--- src/rtl/devstate_pkg.sv ---
package devstate_pkg;

    localparam int REG_W          = 32;
    localparam int ID_W           = 4;
    localparam int NUM_CTL_REGS   = 2;
    localparam int NUM_STS_REGS   = 2;
    localparam int NUM_CTL_RANGES = 3;
    localparam int NUM_STS_RANGES = 2;
    localparam int STS_CODE_W     = 3;
    localparam int MAX_REGS       = (NUM_CTL_REGS > NUM_STS_REGS) ? NUM_CTL_REGS : NUM_STS_REGS;
    localparam int REG_IDX_W      = (MAX_REGS > 1) ? $clog2(MAX_REGS) : 1;
    localparam int LSB_W          = $clog2(REG_W);
    localparam int NB_W           = LSB_W + 1;

    typedef logic [ID_W-1:0]  dev_id_t;
    typedef logic [REG_W-1:0] word_t;

    typedef enum logic {
        OP_DISABLE = 1'b0,
        OP_ENABLE  = 1'b1
    } dev_op_e;

    typedef enum logic [1:0] {
        ST_DISABLED = 2'b00,
        ST_ENABLED  = 2'b01,
        ST_OTHER    = 2'b10,
        ST_NO_ID    = 2'b11
    } dev_state_e;

    // One range of identical fields serving consecutive ids.
    typedef struct packed {
        dev_id_t                first_id;
        logic [ID_W:0]          count;
        logic [REG_IDX_W-1:0]   reg_sel;
        word_t                  on_code;
        word_t                  off_code;
        logic [LSB_W-1:0]       base_bit;
        logic [NB_W-1:0]        width;
    } range_t;

    // Resolved location of one device's field.
    typedef struct packed {
        logic                   hit;
        logic [REG_IDX_W-1:0]   reg_sel;
        logic [LSB_W-1:0]       lsb;
        word_t                  mask;
        word_t                  on_code;
        word_t                  off_code;
    } field_t;

    // Off code of all ones marks a device that refuses to be disabled.
    localparam word_t NO_DISABLE = '1;

    localparam range_t CTL_MAP [NUM_CTL_RANGES] = '{
        '{first_id: 4'd0,  count: 5'd12, reg_sel: 1'd0, on_code: 32'd1,
          off_code: 32'd0, base_bit: 5'd0,  width: 6'd2},
        '{first_id: 4'd12, count: 5'd1,  reg_sel: 1'd0, on_code: 32'd3,
          off_code: 32'd0, base_bit: 5'd30, width: 6'd2},
        '{first_id: 4'd13, count: 5'd2,  reg_sel: 1'd1, on_code: 32'd1,
          off_code: NO_DISABLE, base_bit: 5'd0, width: 6'd1}
    };

    localparam range_t STS_MAP [NUM_STS_RANGES] = '{
        '{first_id: 4'd0,  count: 5'd10, reg_sel: 1'd0, on_code: 32'd1,
          off_code: 32'd0, base_bit: 5'd0, width: 6'd3},
        '{first_id: 4'd10, count: 5'd2,  reg_sel: 1'd1, on_code: 32'd1,
          off_code: 32'd0, base_bit: 5'd0, width: 6'd3}
    };

    function automatic word_t field_mask(input logic [NB_W-1:0] width,
                                         input logic [LSB_W-1:0] lsb);
        logic [2*REG_W-1:0] ones;
        ones = ((2*REG_W)'(1) << width) - (2*REG_W)'(1);
        return word_t'(ones << lsb);
    endfunction

    function automatic field_t locate(input range_t r, input dev_id_t id);
        field_t        f;
        logic [ID_W:0] id_x;
        logic [ID_W:0] rel;
        logic [LSB_W+ID_W+1:0] pos;
        id_x       = {1'b0, id};
        rel        = id_x - {1'b0, r.first_id};
        pos        = (LSB_W+ID_W+2)'(r.base_bit) + (LSB_W+ID_W+2)'(rel) * (LSB_W+ID_W+2)'(r.width);
        f.hit      = (id_x >= {1'b0, r.first_id}) && (rel < r.count);
        f.reg_sel  = r.reg_sel;
        f.lsb      = LSB_W'(pos);
        f.mask     = field_mask(r.width, LSB_W'(pos));
        f.on_code  = r.on_code;
        f.off_code = r.off_code;
        return f;
    endfunction

    function automatic field_t ctl_field(input dev_id_t id);
        field_t res;
        field_t cand;
        res = '0;
        for (int i = NUM_CTL_RANGES - 1; i >= 0; i--) begin
            cand = locate(CTL_MAP[i], id);
            if (cand.hit) res = cand;
        end
        return res;
    endfunction

    function automatic field_t sts_field(input dev_id_t id);
        field_t res;
        field_t cand;
        res = '0;
        for (int i = NUM_STS_RANGES - 1; i >= 0; i--) begin
            cand = locate(STS_MAP[i], id);
            if (cand.hit) res = cand;
        end
        return res;
    endfunction

endpackage

--- src/rtl/devstate_ctl_bank.sv ---
module devstate_ctl_bank
    import devstate_pkg::*;
(
    input  logic    clk,
    input  logic    rst,
    input  logic    req_valid,
    input  dev_id_t req_id,
    input  dev_op_e req_op,
    output logic    rsp_valid,
    output logic    rsp_accept,
    output word_t   regs_o [NUM_CTL_REGS]
);

    field_t fld;
    logic   apply;
    word_t  code;
    word_t  placed;

    always_comb begin
        fld    = ctl_field(req_id);
        apply  = req_valid && fld.hit &&
                 ((req_op == OP_ENABLE) || (fld.off_code != NO_DISABLE));
        code   = (req_op == OP_ENABLE) ? fld.on_code : fld.off_code;
        placed = (code << fld.lsb) & fld.mask;
    end

    for (genvar g = 0; g < NUM_CTL_REGS; g++) begin : g_reg
        always_ff @(posedge clk) begin
            if (rst) begin
                regs_o[g] <= '0;
            end else if (apply && (fld.reg_sel == REG_IDX_W'(g))) begin
                regs_o[g] <= (regs_o[g] & ~fld.mask) | placed;
            end
        end
    end

    always_ff @(posedge clk) begin
        if (rst) begin
            rsp_valid  <= 1'b0;
            rsp_accept <= 1'b0;
        end else begin
            rsp_valid  <= req_valid;
            rsp_accept <= apply;
        end
    end

endmodule

--- src/rtl/devstate_sts_bank.sv ---
module devstate_sts_bank
    import devstate_pkg::*;
(
    input  logic                  clk,
    input  logic                  rst,
    input  logic                  wr_valid,
    input  dev_id_t               wr_id,
    input  logic [STS_CODE_W-1:0] wr_code,
    input  dev_id_t               q_id,
    output dev_state_e            q_state
);

    word_t  regs [NUM_STS_REGS];
    field_t wfld;
    field_t qfld;
    word_t  wval;
    word_t  qval;

    always_comb begin
        wfld = sts_field(wr_id);
        wval = (word_t'(wr_code) << wfld.lsb) & wfld.mask;
    end

    for (genvar g = 0; g < NUM_STS_REGS; g++) begin : g_reg
        always_ff @(posedge clk) begin
            if (rst) begin
                regs[g] <= '0;
            end else if (wr_valid && wfld.hit && (wfld.reg_sel == REG_IDX_W'(g))) begin
                regs[g] <= (regs[g] & ~wfld.mask) | wval;
            end
        end
    end

    always_comb begin
        qfld = sts_field(q_id);
        qval = (regs[qfld.reg_sel] & qfld.mask) >> qfld.lsb;
        if (!qfld.hit)                  q_state = ST_NO_ID;
        else if (qval == qfld.on_code)  q_state = ST_ENABLED;
        else if (qval == qfld.off_code) q_state = ST_DISABLED;
        else                            q_state = ST_OTHER;
    end

endmodule

--- src/rtl/devstate_ctrl.sv ---
module devstate_ctrl
    import devstate_pkg::*;
(
    input  logic                           clk,
    input  logic                           rst,
    input  logic                           req_valid,
    input  logic [ID_W-1:0]                req_id,
    input  logic                           req_op,
    output logic                           rsp_valid,
    output logic                           rsp_accept,
    input  logic                           sts_wr_valid,
    input  logic [ID_W-1:0]                sts_wr_id,
    input  logic [STS_CODE_W-1:0]          sts_wr_code,
    input  logic [ID_W-1:0]                query_id,
    output logic [1:0]                     query_state,
    output logic [NUM_CTL_REGS*REG_W-1:0]  ctl_regs_flat
);

    word_t      ctl_regs [NUM_CTL_REGS];
    dev_state_e q_state;

    devstate_ctl_bank u_ctl (
        .clk        (clk),
        .rst        (rst),
        .req_valid  (req_valid),
        .req_id     (req_id),
        .req_op     (dev_op_e'(req_op)),
        .rsp_valid  (rsp_valid),
        .rsp_accept (rsp_accept),
        .regs_o     (ctl_regs)
    );

    devstate_sts_bank u_sts (
        .clk      (clk),
        .rst      (rst),
        .wr_valid (sts_wr_valid),
        .wr_id    (sts_wr_id),
        .wr_code  (sts_wr_code),
        .q_id     (query_id),
        .q_state  (q_state)
    );

    assign query_state = q_state;

    for (genvar g = 0; g < NUM_CTL_REGS; g++) begin : g_flat
        assign ctl_regs_flat[g*REG_W +: REG_W] = ctl_regs[g];
    end

endmodule

--- config.mk ---
export PLATFORM = sky130hd
export DESIGN_NAME = devstate_ctrl
export DESIGN_NICKNAME = d
export VERILOG_FILES = /design/src/rtl/devstate_pkg.sv /design/src/rtl/devstate_ctl_bank.sv /design/src/rtl/devstate_sts_bank.sv /design/src/rtl/devstate_ctrl.sv
export SDC_FILE = /design/constraint.sdc
export NUM_CORES = 1
export LEC_CHECK = 0
export BUFFER_PORTS_ARGS = -buffer_cell sky130_fd_sc_hd__clkbuf_2
export CORE_MARGIN = 2
export CORE_UTILIZATION = 40
export DETAILED_ROUTE_END_ITERATION = 10
export PLACE_DENSITY = 0.69
export SLEW_MARGIN = 0
export SYNTH_ARGS = -nofsm -noshare
export SYNTH_HDL_FRONTEND = slang
export SYNTH_SLANG_ARGS = --single-unit
--- constraint.sdc ---
create_clock -name clk -period 8.8 [get_ports clk]
set_input_delay 2.64 -clock clk [delete_from_list [all_inputs] [get_ports clk]]
set_output_delay 2.64 -clock clk [all_outputs]
set_load 0.02 [all_outputs]
==> out/results.env <==
STATUS='finished, violations left'
VIOLATIONS='setup timing'
SYN-INSTANCE-COUNT=1205
LARGEST_FANOUT_ON_THE_CRITICAL_PATH=6
LAYOUT.AREA.SEQ_SQ_UM=3240
FINAL_MAX_SLEW_VIOL_COUNT=0
YOSYS_REGISTER_BITS=130
CRITPATHBUFINV=9
POST_SYNTH_EDFFS=64
CLOCK_SKEW_PS=0
ANTENNA_FOUND_INITIAL=0
CP_DATA_ARRIVAL_TIME_PS=6380
FINAL_NETS=1503
R2R-START='u_sts.regs[1][17]'
DRIVE_GT1_SHARE_PCT=29.3
FIRST_GLOBAL_VIAS=10200
POST-LAYOUT-TOTAL-POWER_W=0.00210
REPORT.FINAL.SETUP_VIOL=2
HOLDCRITPATHCLASS='flip-flop to flip-flop'
PLACED_CELLS=1734
GRT_SETUP_UNREPAIRED='true'
FINAL_CELL_MIX='buf_4, nor2_1, mux2i_1'
ROOT_BUFFER='clkbuf_16'
WORST_SKEW_PAIR.LATE_LATENCY_PS=420
FINAL_AREA_SQ_UM=13500
MAXIMUM_NUMBER_OF_PINS_ON_ONE_NET_BEFORE_GLOBAL_ROUTE_REPAIR=52
R2R_CELLS=2
TRITONCTS='built'
POWER_DENSITY_nW_PER_UM2=156
GRT_OVERFLOW=0
DIEAREA_SQ_UM=27000
TIGHTESTPINTRANSITION_PS=1080
CTS_BUFFERS=17
TIMING.CRITICAL_PATH.FROM='query_id[1]'
HOLD_VIOL=0
PIN_COUNT=88
FINAL.HOLD.WORST_SLACK_PS=454
CAP_VIOL_MAX_COUNT=0
DRT_ITER0_DRC=1287
STDCELL_COUNT=1782
CTS.CLK_SLEW.WORST_PATHS_PS=60
SETUP_SLACK_AFTER_PLACEMENT_PS=-427
SYNTH_SEQ_AREA_SHARE_PCT=31.6
MAX_STAGE_DELAY_PS=410
SYNTHFLOPTYPE='dfxtp_1'
CRITICAL_PATH_SOURCE_TYPE='input port'
COREAREA_SQ_UM=25200
WORSTPATHREQUIRED_PS=6160
SLEW_HEADROOM_PCT=27.4
WORSTPATHCELLLIST='clkbuf_8 > inv_8 > ha_4 > inv_2 > ha_4 > inv_4 > ha_4 > or3b_4 > mux2i_4 > buf_12 > buf_4 > buf_4 > o211ai_1 > a221oi_2 > a311oi_1 > a221oi_1 > o41ai_2 > a31o_2 > nand4b_1 > buf_4 > o31ai_4 > buf_6'
CHIPHEIGHT_UM=164
FMAX_GHz=0.111
POST_SYNTH.CELL_AREA_AVG_SQ_UM=8.53
WORST_PATH_MAX_DELAY_CELL='a221oi_1'
SYNTH_CELL_TYPES=95
DRT_FIRST_PASS_ITERS=6
LAYOUT-AREA-OVERHEAD-VS-SYNTH_PCT=31.2
PLACED_CELL_AREA_SQ_UM=12400
CP-END-KIND='output pin'
FINALCRITPERIODSHARE_PCT=102
DETAILROUTE.VIA_COUNT=10900
YS_WARN_COUNT=0
PORT-BUFFER-COUNT=87
WIRE_PER_INST_UM=20.7
SYN_AREA_SQ_UM=10300
DETAIL_ROUTE.DRC_VIOLATIONS=0
FINALCRITICALPERIOD_PS=9020
MULTI_INPUT_GATE_AREA_SQ_UM=7000
DIE_W_UM=164
DETAILEDPLACEMENTHPWL_UM=28300
CRITICAL_PATH_CLASS='input port to output pin'
ROUTED_WL_UM=36900
CTSLONGESTPATHBUFFERS=2
FILLERS=2263
DETAIL_ROUTE.VIAS_PER_CELL=6.11
ROWS=58
TRACK_USAGE_PCT=27.3
DRT.ANTENNA.VIOLATING_NETS=0
LAYOUT_COMMONEST_CELL='buf_4'
INITIAL_UTIL_PCT=40.8
CTS_SINKS=130
HOLDPATHSTAGES=2
GRT_FIRST_PASS_WIRELENGTH_UM=57600
CTS_HOLD_BUF=0
CPLARGESTDELAYFAMILY='compound AO/OA/AOI/OAI gates'
IR_WORST_VDD_uV=182
HTREEDEPTH=4
GP_CONGESTION=1.07
POWER.LEAKAGE_nW=5.53
SYNTHESIZED_NETLIST_NET_COUNT=1269
FINAL.SETUP.WORST_SLACK_PS=-217
YS_ASYNC_SR_FRACTION_PCT=0
NUM_ANTENNA_CELLS=0
CP.DEPTH=22
## worst register-to-register path, cell delays in order, from the launching register on
cell and delay (ps):
edfxtp_1 510, nor3_1 230, nor3_1 60
## cells in the mapped netlist (all sizes together), types with 13 or more instances
| master | number | area share, % |
|---|---|---|
| a211oi | 15 | 1.1 |
| a21boi | 19 | 1.4 |
| a21oi | 73 | 3.6 |
| a22oi | 14 | 1.0 |
| a31oi | 13 | 0.79 |
| and3 | 18 | 1.1 |
| buf | 14 | 0.90 |
| clkbuf | 57 | 2.8 |
| dfxtp | 66 | 13 |
| edfxtp | 64 | 19 |
| ha | 42 | 5.1 |
| inv | 36 | 1.3 |
| mux2i | 88 | 8.6 |
| nand2 | 79 | 2.9 |
| nand2b | 18 | 1.1 |
| nand3 | 30 | 1.5 |
| nor2 | 150 | 5.5 |
| nor2b | 38 | 2.3 |
| nor3 | 39 | 1.9 |
| o211ai | 19 | 1.4 |
| o21ai | 53 | 2.7 |
| o221ai | 16 | 1.4 |
| o22ai | 17 | 1.0 |
## what timing repair did
item                       in CTS  in global routing
buffers inserted               14                  3
pin swaps                      18                  9
gates resized for setup        53                 28
cloned                          0                  0
setup endpoints to repair       2                  2
## per-layer routing
layer,part of all wire [%],vias up,global-route usage [%]
met1,43,5164,38.2
li1,-,5048,-
met4,2.6,0,9.17
met5,0,-,0
met3,9.1,72,4.32
met2,45,605,42.7
## per-stage QoR
stage	TNS (ps)	util [%]
after floorplan	-41.4	-
after global placement	-693	49.2
after detailed placement	-784	49.2
after CTS	-166	52.9
after global routing	-529	53.5
final	-396	53.5
## cells by family (layout without fill, tap and decap cells)
| logic type | Yosys count | count (layout) | share of synthesized area (%) |
|---|---|---|---|
| and+or+nand+nor | 451 | 451 | 21.8 |
| AOI/OAI and AO/OA | 358 | 358 | 24.6 |
| DFF | 130 | 130 | 31.6 |
| buffers and inverters | 108 | 355 | 5.03 |
| muxes | 95 | 95 | 9.70 |
| adders and majority gates | 44 | 44 | 5.50 |
| xor gates and xnor gates | 19 | 19 | 1.75 |
## worst paths after layout
kind              slack, ps                end
setup / recovery       -220     query_state[0]
hold / removal          450          flip-flop
setup reg to reg       7740  u_sts.regs[1][17]
hold reg to reg         450          flip-flop
## power breakdown
group / internal, W / total [W] / switching (W)
Clock: 0.000402 / 0.000704 / 0.000302
Sequential: 0.000653 / 0.000670 / 0.0000169
Combinational: 0.000304 / 0.000731 / 0.000426
## cell type report
type	instances	area share (%)
Tap cell	330	3.06
Clock buffer	17	3.15
Timing Repair Buffer	286	15.5
Multi-Input combinational cell	967	51.9
Clock inverter	15	1.20
Inverter	37	1.14
Sequential cell	130	24.1
Power figures use the tool's default switching activity.
